## config.mk

```make
export PLATFORM = sky130hd
export DESIGN_NAME = gpio_port_ctrl
export DESIGN_NICKNAME = d
export VERILOG_FILES = /design/src/rtl/gpio_port_pkg.sv /design/src/rtl/gpio_sync.sv /design/src/rtl/gpio_regbank.sv /design/src/rtl/gpio_pin_mux.sv /design/src/rtl/gpio_port_ctrl.sv
export SDC_FILE = /design/constraint.sdc
export NUM_CORES = 1
export LEC_CHECK = 0
export BUFFER_PORTS_ARGS = -buffer_cell sky130_fd_sc_hd__buf_4
export CORE_MARGIN = 3
export CORE_UTILIZATION = 40
export DETAILED_ROUTE_END_ITERATION = 8
export GPL_TIMING_DRIVEN = 1
export PLACE_DENSITY_LB_ADDON = 0.08
export SETUP_SLACK_MARGIN = 0.4
export SLEW_MARGIN = 30
export SYNTH_ARGS = -nofsm -noshare
export SYNTH_HDL_FRONTEND = slang
export SYNTH_SLANG_ARGS = --single-unit
```

## constraint.sdc

```tcl
create_clock -name clk -period 1.85 [get_ports clk]
set_input_delay 0.185 -clock clk [delete_from_list [all_inputs] [get_ports clk]]
set_output_delay 0.185 -clock clk [all_outputs]
set_load 0.01 [all_outputs]
```

## src/rtl/gpio_port_pkg.sv

```systemverilog
package gpio_port_pkg;
  typedef enum logic [2:0] {
    SEL_NONE,
    SEL_DIR,
    SEL_DAT,
    SEL_PIN,
    SEL_PU,
    SEL_OD
  } reg_sel_e;

  localparam logic [2:0] MODE_EXP_LO = 3'd4;
  localparam logic [2:0] MODE_EXP_HI = 3'd6;

  function automatic logic is_expanded(input logic [2:0] mode);
    return (mode >= MODE_EXP_LO) && (mode <= MODE_EXP_HI);
  endfunction
endpackage

```

## src/rtl/gpio_sync.sv

```systemverilog
module gpio_sync #(
  parameter int W      = 8,
  parameter int STAGES = 2
) (
  input  logic         clk,
  input  logic         rst_n,
  input  logic [W-1:0] d,
  output logic [W-1:0] q
);
  logic [W-1:0] stage_q [STAGES];

  for (genvar s = 0; s < STAGES; s++) begin : g_stage
    always_ff @(posedge clk or negedge rst_n) begin
      if (!rst_n) begin
        stage_q[s] <= '0;
      end else if (s == 0) begin
        stage_q[s] <= d;
      end else begin
        stage_q[s] <= stage_q[(s == 0) ? 0 : s-1];
      end
    end
  end

  assign q = stage_q[STAGES-1];
endmodule

```

## src/rtl/gpio_regbank.sv

```systemverilog
module gpio_regbank
  import gpio_port_pkg::*;
#(
  parameter int          W        = 8,
  parameter int          AW       = 16,
  parameter logic [15:0] A_DIR    = 16'hFE3A,
  parameter logic [15:0] A_DAT    = 16'hFF0A,
  parameter logic [15:0] A_PIN    = 16'hFFBA,
  parameter logic [15:0] A_PU     = 16'hFF41,
  parameter logic [15:0] A_OD     = 16'hFE48,
  parameter logic [W-1:0] DIR_FILL = '1
) (
  input  logic          clk,
  input  logic          rst_n,
  input  logic          hw_stby,
  input  logic          bus_sel,
  input  logic          bus_wr,
  input  logic [AW-1:0] bus_addr,
  input  logic [W-1:0]  bus_wdata,
  output logic [W-1:0]  bus_rdata,
  input  logic [W-1:0]  pin_view,
  output logic [W-1:0]  dir_q,
  output logic [W-1:0]  dat_q,
  output logic [W-1:0]  pu_q,
  output logic [W-1:0]  od_q
);
  reg_sel_e sel;
  logic     wr_ok;

  always_comb begin
    sel = SEL_NONE;
    if      (bus_addr == AW'(A_DIR)) sel = SEL_DIR;
    else if (bus_addr == AW'(A_DAT)) sel = SEL_DAT;
    else if (bus_addr == AW'(A_PIN)) sel = SEL_PIN;
    else if (bus_addr == AW'(A_PU))  sel = SEL_PU;
    else if (bus_addr == AW'(A_OD))  sel = SEL_OD;
  end

  assign wr_ok = bus_sel && bus_wr && !hw_stby;

  always_ff @(posedge clk or negedge rst_n) begin
    if (!rst_n) begin
      dir_q <= '0;
    end else if (hw_stby) begin
      dir_q <= '0;
    end else if (wr_ok && sel == SEL_DIR) begin
      dir_q <= bus_wdata;
    end
  end

  always_ff @(posedge clk or negedge rst_n) begin
    if (!rst_n) begin
      dat_q <= '0;
      pu_q  <= '0;
      od_q  <= '0;
    end else if (wr_ok) begin
      if (sel == SEL_DAT) dat_q <= bus_wdata;
      if (sel == SEL_PU)  pu_q  <= bus_wdata;
      if (sel == SEL_OD)  od_q  <= bus_wdata;
    end
  end

  always_comb begin
    bus_rdata = '0;
    if (bus_sel) begin
      case (sel)
        SEL_DIR: bus_rdata = DIR_FILL;
        SEL_DAT: bus_rdata = dat_q;
        SEL_PIN: bus_rdata = pin_view;
        SEL_PU:  bus_rdata = pu_q;
        SEL_OD:  bus_rdata = od_q;
        default: bus_rdata = '0;
      endcase
    end
  end
endmodule

```

## src/rtl/gpio_pin_mux.sv

```systemverilog
module gpio_pin_mux #(
  parameter int W   = 8,
  parameter int ENW = 4
) (
  input  logic           clk,
  input  logic           rst_n,
  input  logic           expanded,
  input  logic [ENW-1:0] addr_en,
  input  logic [W-1:0]   addr_bus,
  input  logic           hw_stby,
  input  logic           sw_stby,
  input  logic           stby_oe,
  input  logic [W-1:0]   dir_q,
  input  logic [W-1:0]   dat_q,
  input  logic [W-1:0]   pu_q,
  input  logic [W-1:0]   od_q,
  output logic [W-1:0]   pad_oe,
  output logic [W-1:0]   pad_do,
  output logic [W-1:0]   pad_pu,
  output logic [W-1:0]   from_latch
);
  logic [W-1:0] hold_q;
  logic [W-1:0] amask;

  always_ff @(posedge clk or negedge rst_n) begin
    if (!rst_n) begin
      hold_q <= '0;
    end else if (!sw_stby) begin
      hold_q <= addr_bus;
    end
  end

  always_comb begin
    for (int i = 0; i < W; i++) begin
      amask[i] = expanded && (int'(addr_en) > i);
    end
  end

  for (genvar i = 0; i < W; i++) begin : g_pin
    logic oe_i, do_i, pu_i;

    always_comb begin
      oe_i = 1'b0;
      do_i = 1'b0;
      pu_i = 1'b0;
      if (hw_stby) begin
        oe_i = 1'b0;
      end else if (amask[i]) begin
        if (sw_stby) begin
          oe_i = stby_oe;
          do_i = hold_q[i];
        end else begin
          oe_i = 1'b1;
          do_i = addr_bus[i];
        end
      end else if (dir_q[i]) begin
        if (od_q[i]) begin
          oe_i = !dat_q[i];
          do_i = 1'b0;
        end else begin
          oe_i = 1'b1;
          do_i = dat_q[i];
        end
      end else begin
        pu_i = pu_q[i];
      end
    end

    assign pad_oe[i]     = oe_i;
    assign pad_do[i]     = do_i;
    assign pad_pu[i]     = pu_i;
    assign from_latch[i] = !amask[i] && dir_q[i];
  end
endmodule

```

## src/rtl/gpio_port_ctrl.sv

```systemverilog
module gpio_port_ctrl
  import gpio_port_pkg::*;
#(
  parameter int W       = 8,
  parameter int ENW     = 4,
  parameter int AW      = 16,
  parameter int SYNC_ST = 2
) (
  input  logic           clk,
  input  logic           rst_n,
  input  logic [2:0]     op_mode,
  input  logic [ENW-1:0] addr_en,
  input  logic [W-1:0]   addr_bus,
  input  logic           hw_stby,
  input  logic           sw_stby,
  input  logic           stby_oe,
  input  logic           bus_sel,
  input  logic           bus_wr,
  input  logic [AW-1:0]  bus_addr,
  input  logic [W-1:0]   bus_wdata,
  output logic [W-1:0]   bus_rdata,
  input  logic [W-1:0]   pad_in,
  output logic [W-1:0]   pad_oe,
  output logic [W-1:0]   pad_do,
  output logic [W-1:0]   pad_pu
);
  logic [W-1:0] dir_q, dat_q, pu_q, od_q;
  logic [W-1:0] pad_sync, from_latch, pin_view;
  logic         expanded;

  assign expanded = is_expanded(op_mode);
  assign pin_view = (from_latch & dat_q) | (~from_latch & pad_sync);

  gpio_sync #(.W(W), .STAGES(SYNC_ST)) u_sync (
    .clk   (clk),
    .rst_n (rst_n),
    .d     (pad_in),
    .q     (pad_sync)
  );

  gpio_regbank #(.W(W), .AW(AW)) u_regs (
    .clk       (clk),
    .rst_n     (rst_n),
    .hw_stby   (hw_stby),
    .bus_sel   (bus_sel),
    .bus_wr    (bus_wr),
    .bus_addr  (bus_addr),
    .bus_wdata (bus_wdata),
    .bus_rdata (bus_rdata),
    .pin_view  (pin_view),
    .dir_q     (dir_q),
    .dat_q     (dat_q),
    .pu_q      (pu_q),
    .od_q      (od_q)
  );

  gpio_pin_mux #(.W(W), .ENW(ENW)) u_pins (
    .clk        (clk),
    .rst_n      (rst_n),
    .expanded   (expanded),
    .addr_en    (addr_en),
    .addr_bus   (addr_bus),
    .hw_stby    (hw_stby),
    .sw_stby    (sw_stby),
    .stby_oe    (stby_oe),
    .dir_q      (dir_q),
    .dat_q      (dat_q),
    .pu_q       (pu_q),
    .od_q       (od_q),
    .pad_oe     (pad_oe),
    .pad_do     (pad_do),
    .pad_pu     (pad_pu),
    .from_latch (from_latch)
  );
endmodule

```

==> impl.org, run 1 <==
** Critical path
- Critical path data required time :: 1660 ps
- By startpoint and endpoint, the worst setup path is classified as flip-flop to output port.
- Endpoint arrival time on the critical path :: 1730 ps
- STA classifies the critical path endpoint as an output port.
- STA classifies the critical path startpoint as a flip-flop.
- Along the worst path, the maximum fanout reaches 2.

** Outcome
- Violated checks :: negative setup slack
- The run finished, with violations left.

** Yosys
- Synth async-reset ratio :: 100%
- After synthesis, the netlist uses 46 different library cells.
- Area share of the largest cell type after synthesis :: 43.2%
- Cell Area, Synth :: 0.00325 sq mm
- During synthesis, Yosys emitted a total of 0 warnings.
- Synthesized area divided by synthesized cell count :: 10.4 sq um
- Post-synthesis register bit count :: 56
- In this run, synthesis inferred 0 flip-flops with an integrated enable.
- Cells after synthesis :: 312
- Post-synth top area cell :: sky130_fd_sc_hd__dfrtp_1
- Leading register cell type out of synthesis :: sky130_fd_sc_hd__dfrtp_1
- The share of the Yosys chip area taken by registers is 43.2%.
- Sorting the synthesized cells by area gives the leading types as sky130_fd_sc_hd__dfrtp_1 (43%), sky130_fd_sc_hd__mux2_2 (12%), sky130_fd_sc_hd__buf_4 (5.6%), sky130_fd_sc_hd__a21oi_1 (3.9%), sky130_fd_sc_hd__nand2_1 (3.8%).
- When the netlist entered floorplanning its net count stood at 366.

** Die
- Effective utilization at floorplan :: 41.6%
- Measured along the x axis, the die boundary spans 96.1 um.
- During I/O placement, the number of pins put on the boundary was 86.
- Area enclosed by the die boundary :: 0.00923 sq mm
- In this run the core area contains 32 standard-cell rows.
- Height of the die :: 96.1 um
- Total core area :: 0.00781 sq mm

** Power and ir drop
- The design draws 2.56 mW.
- Worst vdd rail ir drop :: 293 uV
- Of the total power, combinational logic draws 18.0%.
- Dividing total power by cell area gives a power density of 502 mW/mm^2.
- Leak :: 2.22 nW
- The internal power of the cells totals 1.90 mW.
- Net Switching :: 0.665 mW
- Sw frac :: 26.0%
- Sequential cells burn 49.5% of the power.
- The clock network burns 32.5% of the power.

** Cells and area
- Fraction of final layout cells sized beyond drive strength 1 :: 64.1%
- In the layout the commonest cells are sky130_fd_sc_hd__buf_4 (97), sky130_fd_sc_hd__dfrtp_1 (48), sky130_fd_sc_hd__buf_6 (34).
- At the end of the flow, the number of nets in the layout was 485.
- The library cell used most frequently in the layout, excluding fill and tap cells, is sky130_fd_sc_hd__buf_4.
- The number of antenna diodes in the final layout is 0.
- Relative to the synthesized area, the layout overhead comes to 57.1%.
- Final instance count without filler cells :: 534

** GRT
- Met2 GRT Util :: 36.7%
- After global routing the overflow that remains totals 0.
- Number of global-route vias before repair :: 2876
- The first global-routing pass estimated 15200 um of wire.
- GRT Resource Usage Total :: 21.7%
- Global route hottest layer :: met2
- The initial antenna violation count came to 0.
- Entering global routing, the biggest net connects 57 pins.
- In the global route stage, met1 resource usage came out at 29.5%.
- Met3 layer usage reported by global route :: 3.13%

** Timing
- Clock Skews :: 1.05 ps
- The count of final max-slew check failures is 0.
- Number of hold violations in the final report :: 0
- For this run, the top clock speed supported by timing is 0.522 GHz.
- Clock period minus final worst setup slack :: 1920 ps
- In the finished design, the share of the clock period the worst path needs comes to 104%.
- Final Worst Setup Slack :: -67.1 ps
- Least-Margin Pin Slew :: 715 ps
- Setup repair after global routing missed its margin :: yes
- Setup violations remaining at the end of the flow were counted as 3.
- The worst pin sits at a relative slew slack of 52.3%.

** Clock tree
- Cell at the root of the clock tree :: sky130_fd_sc_hd__clkbuf_8
- Clock slew seen by the registers of the worst setup and hold paths :: 110 ps
- The longest clock path from root to sink contains 2 buffers.
- Clock tree from TritonCTS :: done
- For the worst-skew pair, the clock arrives at the later sink with an insertion delay of 320 ps.
- Cts bufs inserted :: 5
- Number of levels the H-tree was split into :: 2
- The clock drives 56 sinks.

** Routing
- Number of detailed-routing iterations run before antenna repair :: 4
- The routed layout has 2923 vias.
- Wirelength, routed :: 9850 um
- For this run, design rule violations remaining after detail routing come to 0.
- Per-cell routed wire length :: 18.4 um
- Violation count after the first detailed-route iteration :: 120
- Vias per inst :: 5.47
- Post-DRT Antenna Nets :: 0

** Placed design
- After legalization and detailed placement, the total HPWL measured 6480 um.
- After detailed placement, the design holds a cell count of 498.
- At the end of routability-driven placement, the weighted congestion stood at 0.797.
- During placement, the flow inserted port buffers numbering 85.

** Min path
- The min-delay analysis places its worst path in the category primary input to flip-flop.

** Job
- Max-cap violation count :: 0
cells in the mapped netlist (2+ instances only):
master / number
sky130_fd_sc_hd__dfrtp_1: 56
sky130_fd_sc_hd__mux2_2: 35
sky130_fd_sc_hd__nand2_1: 33
sky130_fd_sc_hd__a21oi_1: 25
sky130_fd_sc_hd__buf_4: 24
sky130_fd_sc_hd__nor2_1: 20
sky130_fd_sc_hd__nand2b_1: 14
sky130_fd_sc_hd__o21ai_0: 14
sky130_fd_sc_hd__clkbuf_1: 6
sky130_fd_sc_hd__nand3_1: 6
sky130_fd_sc_hd__nor4b_1: 6
sky130_fd_sc_hd__a21boi_0: 5
sky130_fd_sc_hd__a222oi_1: 5
sky130_fd_sc_hd__nor3_1: 5
sky130_fd_sc_hd__nor4_4: 4
sky130_fd_sc_hd__o211ai_1: 4
sky130_fd_sc_hd__a22o_1: 3
sky130_fd_sc_hd__and2_1: 3
sky130_fd_sc_hd__nor3_2: 3
sky130_fd_sc_hd__o32ai_1: 3
sky130_fd_sc_hd__o41a_1: 3
sky130_fd_sc_hd__a21bo_2: 2
sky130_fd_sc_hd__and3_1: 2
sky130_fd_sc_hd__and4_2: 2
sky130_fd_sc_hd__buf_2: 2
sky130_fd_sc_hd__mux2i_1: 2
sky130_fd_sc_hd__nand2_4: 2
sky130_fd_sc_hd__nand4_1: 2
sky130_fd_sc_hd__nand4b_1: 2
sky130_fd_sc_hd__o21ai_1: 2
sky130_fd_sc_hd__or3_1: 2
flip-flops by register name, summed over array words and instances, names as in the netlist:
name,cells
u_regs.dir_q,8
u_pins.hold_q,8
u_sync.q,8
u_regs.pu_q,8
u_regs.dat_q,8
u_sync.stage_q,8
u_regs.od_q,8
kinds of logic after synthesis:
| family | share of synthesized area [%] |
|---|---|
| AO/OA/AOI/OAI | 14.5 |
| AND/OR/NAND/NOR | 22.9 |
| buffers and inverters | 6.67 |
| flip-flops | 43.2 |
| multiplexers | 12.8 |
what timing repair did:
action,4_1_cts,5_1_grt
hold buffers,9,0
endpoints found under the setup margin,51,55
pin swaps,23,40
buffers inserted,9,10
gates resized for setup,99,69
endpoints found under the hold margin,64,0
power by group through the flow:
stage	Sequential, mW	Clock [mW]	Combinational, mW
2_1_floorplan	1.29	0	0.149
3_3_place_gp	1.29	0	0.334
3_5_place_dp	1.29	0	0.338
4_1_cts	1.27	0.848	0.414
5_1_grt	1.27	0.905	0.498
6_report	1.27	0.831	0.462
worst max-delay path: stages, from the launching register on:
cell	delay, ps
sky130_fd_sc_hd__dfrtp_1	410
sky130_fd_sc_hd__o21ai_2	70
sky130_fd_sc_hd__mux2_4	310
sky130_fd_sc_hd__a222oi_1	350
sky130_fd_sc_hd__a21boi_2	120
sky130_fd_sc_hd__buf_4	160
metrics by stage:
step / hold slack (ps) / setup WS, ps / utilization, % / cell area [sq um] / TNS [ps]
finish: 100 / -67.1 / 65.3 / 5100 / -126
global route: 103 / -167 / 65.3 / 5100 / -391
CTS: 93.1 / -79.6 / 61.1 / 4770 / -232
detailed placement: 289 / -63.6 / 52.4 / 4090 / -424
global placement: 290 / -43.7 / 52.4 / 4090 / -310
floorplan: -111 / 273 / - / 3300 / 0
path summary, 6_finish.rpt:
kind	start	endpoint	slack, ps	depth (start not counted)
hold reg to reg	u_sync.stage_q[9]$_DFF_PN0_	u_sync.q[1]$_DFF_PN0_	360	0
hold / removal	bus_wdata[4]	u_regs.dir_q[4]$_DFFE_PN0P_	100	3
max in group asynchronous	rst_n	u_regs.dir_q[7]$_DFFE_PN0P_	870	2
setup / recovery	u_regs.dir_q[2]$_DFFE_PN0P_	bus_rdata[2]	-70	5
setup reg to reg	u_regs.dat_q[7]$_DFFE_PN0P_	u_regs.dat_q[7]$_DFFE_PN0P_	910	2
min in group asynchronous	rst_n	u_regs.pu_q[0]$_DFFE_PN0P_	440	2
area by class of cell:
class	count	area, sq um
fill	658	2710
clock buffer	5	68.8
tap	102	128
clock inverter	3	42.5
sequential	56	1410
multi-input combinational	223	2170
timing repair buffer	144	1270
inverter	1	3.75
routing by layer:
layer | up-vias | wire, um
li1 | 1369 | -
met4 | 0 | 97
met1 | 1458 | 4360
met5 | - | 0
met3 | 9 | 537
met2 | 87 | 4860
Power figures use the tool's default switching activity.
==> run 2: changes to the inputs <==
GPL_ROUTABILITY_DRIVEN = 0   (was not set)
SKIP_LAST_GASP = 1   (was not set)
==> impl.org, run 2 (synthesis results as in run 1) <==
** Timing
- Setup repair after global routing could not meet its margin everywhere.
- The total setup violations reported at the end of the flow came to 3 (unchanged).
- Worst slew margin :: 51.5% (-0.83 points)
- The worst-case setup margin in the final layout was -99.5 ps (-32.4 ps).
- Least-Margin Pin Slew :: 728 ps (+12.5 ps)
- The top achievable clock speed is 0.513 GHz (-1.7%).
- The final hold violation count came to 0 (unchanged).
- The post-route minimum period was 1950 ps (+32.4 ps).
- The worst-case clock skew was 0.858 ps (-0.191 ps).
- Portion of the clock cycle consumed by the worst path in the final layout :: 105% (+1.8 points)
- Total count of max-transition violations in the final report :: 0 (unchanged)

** Power and ir drop
- Register share of total power :: 50.1% (+0.6 points)
- The share of total power in the clock network came to 32.7% (+0.2 points).
- Sw frac :: 25.8% (-0.21 points)
- The total power is 2.53 mW (-1.1%).
- Internal power component :: 1.88 mW (-0.81%)
- Worst vdd rail ir drop :: 290 uV (-1.1%)
- Leak :: 2.16 nW (-2.7%)
- Net Switching :: 0.653 mW (-1.9%)
- Part of the total power dissipated in combinational logic :: 17.3% (-0.7 points)
- Power density over cell area :: 515 mW/mm^2 (+2.4%)

** Die
- Effective utilization at floorplan :: 41.6% (unchanged)
- The height of the die was 96.1 um (unchanged).
- The area of the die came to 0.00923 sq mm (unchanged).
- Number of rows in the core area :: 32 (unchanged)
- Number of placed I/O pins :: 86 (unchanged)
- Die extent in x :: 96.1 um (unchanged)
- Total core area :: 0.00781 sq mm (unchanged)

** Outcome
- Violated checks :: negative setup slack
- Run status :: complete, but fails checks

** Cells and area
- Compared with the post-synthesis result, the final layout area differs by 51.7%.
- Ant. Diodes :: 0 (unchanged)
- Leading cell type in the layout, fill and taps excluded :: sky130_fd_sc_hd__buf_4
- The fraction of final layout cells with drive strength greater than 1 was 59.2% (-4.9 points).
- In the layout the commonest cells are sky130_fd_sc_hd__buf_4 (107), sky130_fd_sc_hd__dfrtp_1 (51), sky130_fd_sc_hd__nand2_1 (31).
- The net total in the final layout is 482 (-0.62%).

** Routing
- Post-DRT Antenna Nets :: 0 (unchanged)
- The number of vias per cell after detailed routing came to 5.40 (-1.4%).
- Number of vias after detailed routing :: 2865 (-2.0%)
- DRC violations left :: 0 (unchanged)
- The final wirelength came to 9650 um (-2.1%).
- Number of detailed-routing iterations run before antenna repair :: 4 (unchanged)
- The average wire per cell in the routed design is 18.2 um (-1.5%).
- The iteration-0 DRC count of the detailed router came to 87 (-28%).

** GRT
- Wire length of the first global-routing pass :: 14700 um (-2.8%)
- Initial antenna violation count :: 0 (unchanged)
- Maximum number of pins on one net before global-route repair :: 57 (unchanged)
- Remaining Overflow, GRT :: 0 (unchanged)
- The via count of the first global-routing pass was 2803 (-2.5%).
- GRT Resource Usage Total :: 21.1% (-0.66 points)

** Critical path
- The largest fanout of any net on the critical path is 2 (unchanged).
- Endpoint of the worst-slack reg-to-reg timing path :: u_regs.od_q[4]$_DFFE_PN0P_
- Walking the worst path, the cells encountered are o21ai_2 -> mux2_4 -> a222oi_1 -> a21boi_2 -> buf_4.
- CP max-delay cell :: sky130_fd_sc_hd__dfrtp_1
- Critical R2R Launch :: u_regs.od_q[4]$_DFFE_PN0P_
- Kind of capture point of the worst setup path :: output port
- The reg-to-reg setup timing slack came to 940 ps (+30 ps).
- The critical path is of the flip-flop to output port type.
- The critical path ends at bus_rdata[5].
- Number of cell instances on the worst register-to-register path :: 2 (unchanged)
- Startpoint of the most critical setup path :: u_regs.dir_q[5]$_DFFE_PN0P_
- The critical path's largest stage delay was 430 ps (+20 ps).
- Endpoint arrival time on the critical path :: 1760 ps (+30 ps)
- Critical path data required time :: 1660 ps (about the same)
- Category of the worst setup path launch point :: flip-flop

** Job
- Max-cap violation count :: 0 (unchanged)

** Placed design
- Quantity of I/O buffers inserted on ports :: 85 (unchanged)
- Detailed placement HPWL :: 6480 um (unchanged)
- Place WS :: -63.6 ps (unchanged)

** Clock tree
- The maximum buffer depth of the clock tree came to 2 (unchanged).
- Count of clock tree sinks :: 56 (unchanged)
- The number of buffers created by CTS is 5 (unchanged).
- Clock latency on the worst-skew pair :: 320 ps (about the same)
- Clock tree from TritonCTS :: done
- Number of levels the H-tree was split into :: 2 (unchanged)
- Clock slew seen by the registers of the worst setup and hold paths :: 110 ps (about the same)
- In this run the clock root is driven by a sky130_fd_sc_hd__clkbuf_8.

** Min path
- Path category of the worst min-delay check :: primary input to flip-flop
- The number of instances on the worst hold path is 3 (unchanged).
## run 2: cell types whose count changed in the layout (fill, tap and decap cells not counted), moves of 4 or more
cell / before / now
sky130_fd_sc_hd__nand2_2: 9 / 3
sky130_fd_sc_hd__buf_6: 34 / 20
sky130_fd_sc_hd__a21oi_2: 13 / 9
sky130_fd_sc_hd__a21oi_1: 12 / 16
sky130_fd_sc_hd__buf_4: 97 / 107
sky130_fd_sc_hd__mux2_2: 3 / 9
sky130_fd_sc_hd__mux2_4: 32 / 26
sky130_fd_sc_hd__nand2_1: 24 / 31
## run 2: layer usage
metal / global-route usage (%) / vias up / wire [um]
met1: 28.7 / 1424 / 4320
met5: 0 / - / 0
met3: 3.05 / 9 / 460
li1: - / 1359 / -
met2: 35.7 / 73 / 4780
met4: 4.15 / 0 / 88
## run 2: worst max-delay path: cells and delay by family (launching register included)
| kind | cells | cell delay, ps |
|---|---|---|
| flip-flops | 1 | 430 |
| AO/OA/AOI/OAI | 3 | 530 |
| multiplexers | 1 | 320 |
| buffers and inverters | 1 | 160 |
## run 2: through the flow
stage | area [sq um] | hold slack [ps] | cells | util [%] | setup TNS [ps]
2_1_floorplan | 3300 | -111 | 312 | - | 0
3_3_place_gp | 4090 | 290 | 498 | 52.4 | -310
3_5_place_dp | 4090 | 289 | 498 | 52.4 | -424
4_1_cts | 4660 | 86.8 | 524 | 59.6 | -232
5_1_grt | 4920 | 103 | 531 | 63.1 | -436
6_report | 4920 | 98.2 | 531 | 63.1 | -161
## run 2: repair_timing
action,4_1_cts,5_1_grt
setup endpoints to repair,51,55
gates cloned,0,0
hold buffers,9,0
setup buffers,9,7
endpoints found under the hold margin,64,0
gates resized for setup,70,56
pin swaps,21,31
## run 2: worst min path at each step
| stage | start | end | slack, ps |
|---|---|---|---|
| CTS | bus_wdata[4] | u_regs.dir_q[4]$_DFFE_PN0P_ | 90 |
| global route | bus_wdata[3] | u_regs.dir_q[3]$_DFFE_PN0P_ | 100 |
| detailed placement | rst_n | u_sync.stage_q[8]$_DFF_PN0_ | 290 |
| floorplan | rst_n | u_pins.hold_q[0]$_DFFE_PN0N_ | -110 |
| finish | bus_wdata[4] | u_regs.dir_q[4]$_DFFE_PN0P_ | 100 |
| global placement | rst_n | u_sync.stage_q[8]$_DFF_PN0_ | 290 |
## run 2: cell type report
cell class / instances / area [sq um]
timing repair buffer: 141 / 1200
fill: 673 / 2880
clock buffer: 5 / 68.8
clock inverter: 3 / 42.5
tap: 102 / 128
inverter: 1 / 3.75
multi-input combinational: 223 / 2070
sequential: 56 / 1410
## run 2: power by group through the flow
stage	Combinational, mW	Sequential, mW	Clock, mW
after floorplan	0.149	1.29	0
after global placement	0.334	1.29	0
after detailed placement	0.338	1.29	0
after CTS	0.407	1.27	0.848
after global routing	0.472	1.27	0.898
final	0.438	1.27	0.827
==> run 3: changes to the inputs <==
clock period = 2.2 ns   (was 1.85 ns; I/O delays follow)
==> impl.org, run 3 (synthesis results as in run 1) <==
** Routing
- Number of vias after detailed routing :: 2800 (-2.3%)
- The average wire per cell in the routed design was 18.1 um (-0.34%).
- The post-route DRC violation count was 0 (unchanged).
- Vias per inst :: 5.42 (+0.38%)
- Wirelength, routed :: 9360 um (-3.0%)
- Post-DRT Antenna Nets :: 0 (unchanged)
- The number of detailed-routing iterations run before antenna repair is 5 (+1).
- The iteration-0 DRC count of the detailed router was 155 (+78%).

** Placed design
- Number of placed cells counting well taps :: 486 (-2.4%)
- The detailed placer's ending HPWL came to 6650 um (+2.6%).
- The number of I/O port buffers came to 85 (unchanged).
- Place WS :: 194 ps (+257 ps)

** Die
- The core area came to 0.00781 sq mm (unchanged).
- The height of the die came to 96.1 um (unchanged).
- Die extent in x :: 96.1 um (unchanged)
- Area enclosed by the die boundary :: 0.00923 sq mm (unchanged)
- The number of top-level design ports is 86 (unchanged).
- The effective utilization at floorplan is 41.6% (unchanged).
- The total number of placement rows is 32 (unchanged).

** Clock tree
- Cell at the root of the clock tree :: sky130_fd_sc_hd__clkbuf_8
- The CTS sink count is 56 (unchanged).
- Clock latency on the worst-skew pair :: 310 ps (about the same)
- TritonCTS built the clock tree.
- The number of buffers created by CTS was 5 (unchanged).
- The register clock-pin slew on the reported worst setup and hold paths is 100 ps (about the same).
- The number of H-tree levels was 2 (unchanged).
- CTS Buffer Depth :: 2 (unchanged)

** Cells and area
- The top cell types in the final layout, fill and taps aside, are sky130_fd_sc_hd__buf_4 (108), sky130_fd_sc_hd__dfrtp_1 (54), sky130_fd_sc_hd__nand2_1 (33).
- The final cell count without fillers was 517 (-2.6%).
- The library cell used most frequently in the layout, excluding fill and tap cells, is sky130_fd_sc_hd__buf_4.
- Post-layout nets :: 468 (-2.9%)
- The fraction of final layout cells with drive strength greater than 1 was 48.7% (-11 points).
- Ant. Diodes :: 0 (unchanged)
- The utilization of the core after routing came to 56.3% (-6.8 points).
- Area overhead of the layout relative to synthesis :: 35.4%

** Power and ir drop
- Leak :: 1.99 nW (-7.8%)
- Final total power :: 1.97 mW (-22%)
- Power density over cell area :: 448 mW/mm^2 (-13%)
- The peak supply drop was 311 uV (+7.2%).

** Critical path
- The cell family contributing the most delay on the critical path is compound AO/OA/AOI/OAI gates.
- In this run the critical register-to-register path is launched from u_regs.dir_q[6]$_DFFE_PN0P_.
- Endpoint of the worst-slack reg-to-reg timing path :: u_regs.dir_q[6]$_DFFE_PN0P_
- The largest fanout of any net on the critical path is 2 (unchanged).
- Critical path data required time :: 1980 ps (+320 ps)
- Worst path buffer plus inverter count :: 1 (unchanged)
- CP Cell Sequence :: o21ai_2 -> mux2_4 -> a222oi_1 -> a21boi_1 -> buf_4
- Endpoint arrival time on the critical path :: 1720 ps (-40 ps)
- Max incr delay on CP :: 430 ps (about the same)
- Worst reg2reg setup slack :: 1370 ps (+430 ps)
- Among all stages on the critical path, the largest delay is contributed by sky130_fd_sc_hd__dfrtp_1.
- STA classifies the critical path startpoint as a flip-flop.
- The length in cells of the worst reg-to-reg path is 3 (+1).
- The worst setup path is of the flip-flop to output port kind.
- Kind of capture point of the worst setup path :: output port

** GRT
- The combined global-route utilization of all metal layers came to 21.2% (+0.090 points).
- The pin count of the biggest net entering global routing is 57 (unchanged).
- Remaining Overflow, GRT :: 0 (unchanged)
- The initial antenna violation count came to 0 (unchanged).
- The wire length of the first global-routing pass is 14800 um (+0.19%).
- Number of global-route vias before repair :: 2854 (+1.8%)

** Timing
- Worst slew margin :: 52.5% (+1.0 points)
- Setup tns final :: 0 ps (+161 ps)
- Final Worst Setup Slack :: 256 ps (+356 ps)
- The final hold violation count is 0 (unchanged).
- The count of final max-slew check failures was 0 (unchanged).
- Clock period minus final worst setup slack :: 1940 ps
- Maximum clock rate :: 0.515 GHz
- The worst-case clock skew came to 1.96 ps (+1.11 ps).
- Setup repair after global routing could not meet its margin everywhere.
- In the finished design, the share of the clock period the worst path needs comes to 88.3%.
- The transition time at the pin with the least slew margin was 712 ps (-15.7 ps).
- Number of setup violations in the final report :: 0 (-3)

** Outcome
- Run status :: finished clean

** Job
- Max-cap violation count :: 0 (unchanged)

** Min path
- Path category of the worst min-delay check :: primary input to flip-flop
- The number of instances on the worst hold path came to 1 (-2).
- Startpoint of the worst hold path :: pad_in[2]
- Hold Path Sink :: u_sync.stage_q[10]$_DFF_PN0_
[run 3: how the worst max path moves through the flow]
stage                                start           end  slack (ps)  depth (start not counted)
2_1_floorplan                  bus_addr[6]  bus_rdata[1]         430                          5
3_3_place_gp                    op_mode[1]  bus_rdata[3]         170                          7
3_5_place_dp                    op_mode[1]  bus_rdata[3]         190                          7
4_1_cts        u_regs.dir_q[3]$_DFFE_PN0P_  bus_rdata[3]         230                          5
5_1_grt        u_regs.dir_q[3]$_DFFE_PN0P_  bus_rdata[3]         190                          5
6_report       u_regs.dir_q[2]$_DFFE_PN0P_  bus_rdata[2]         260                          5
[run 3: final cells by class]
class	instances	area, sq um
Clock inverter	2	15.0
Sequential cell	56	1400
Timing Repair Buffer	126	1000
Inverter	1	3.75
Multi-Input combinational cell	224	1760
Clock buffer	6	82.6
Fill cell	706	3410
Tap cell	102	128
[run 3: through the flow]
| step | instance area, sq um | hold WS [ps] |
|---|---|---|
| 2_1_floorplan | 3250 | -75.6 |
| 3_3_place_gp | 3940 | 325 |
| 3_5_place_dp | 3940 | 322 |
| 4_1_cts | 4280 | 0.717 |
| 5_1_grt | 4400 | 2.05 |
| 6_report | 4400 | 15.2 |
[run 3: routing by layer]
metal | track usage [%] | up-vias | part of all wire [%]
li1 | - | 1331 | -
met1 | 28.1 | 1360 | 44
met2 | 36.1 | 96 | 49
met3 | 3.13 | 13 | 6.1
met4 | 5.21 | 0 | 1.4
met5 | 0 | - | 0
[run 3: repair_timing]
| action | 4_1_cts | 5_1_grt |
|---|---|---|
| buffers inserted | 11 | 4 |
| hold endpoints to repair | 56 | 6 |
| cloned | 1 | 0 |
| hold buffers | 1 | 6 |
| endpoints found under the setup margin | 10 | 10 |
| resized for setup | 42 | 8 |
| pin swaps | 27 | 12 |
[run 3: where the power goes]
group	internal (mW)	switching [mW]	leakage (nW)
registers	1.06	0.00810	0.724
logic	0.149	0.158	1.23
clock network	0.256	0.339	0.0434
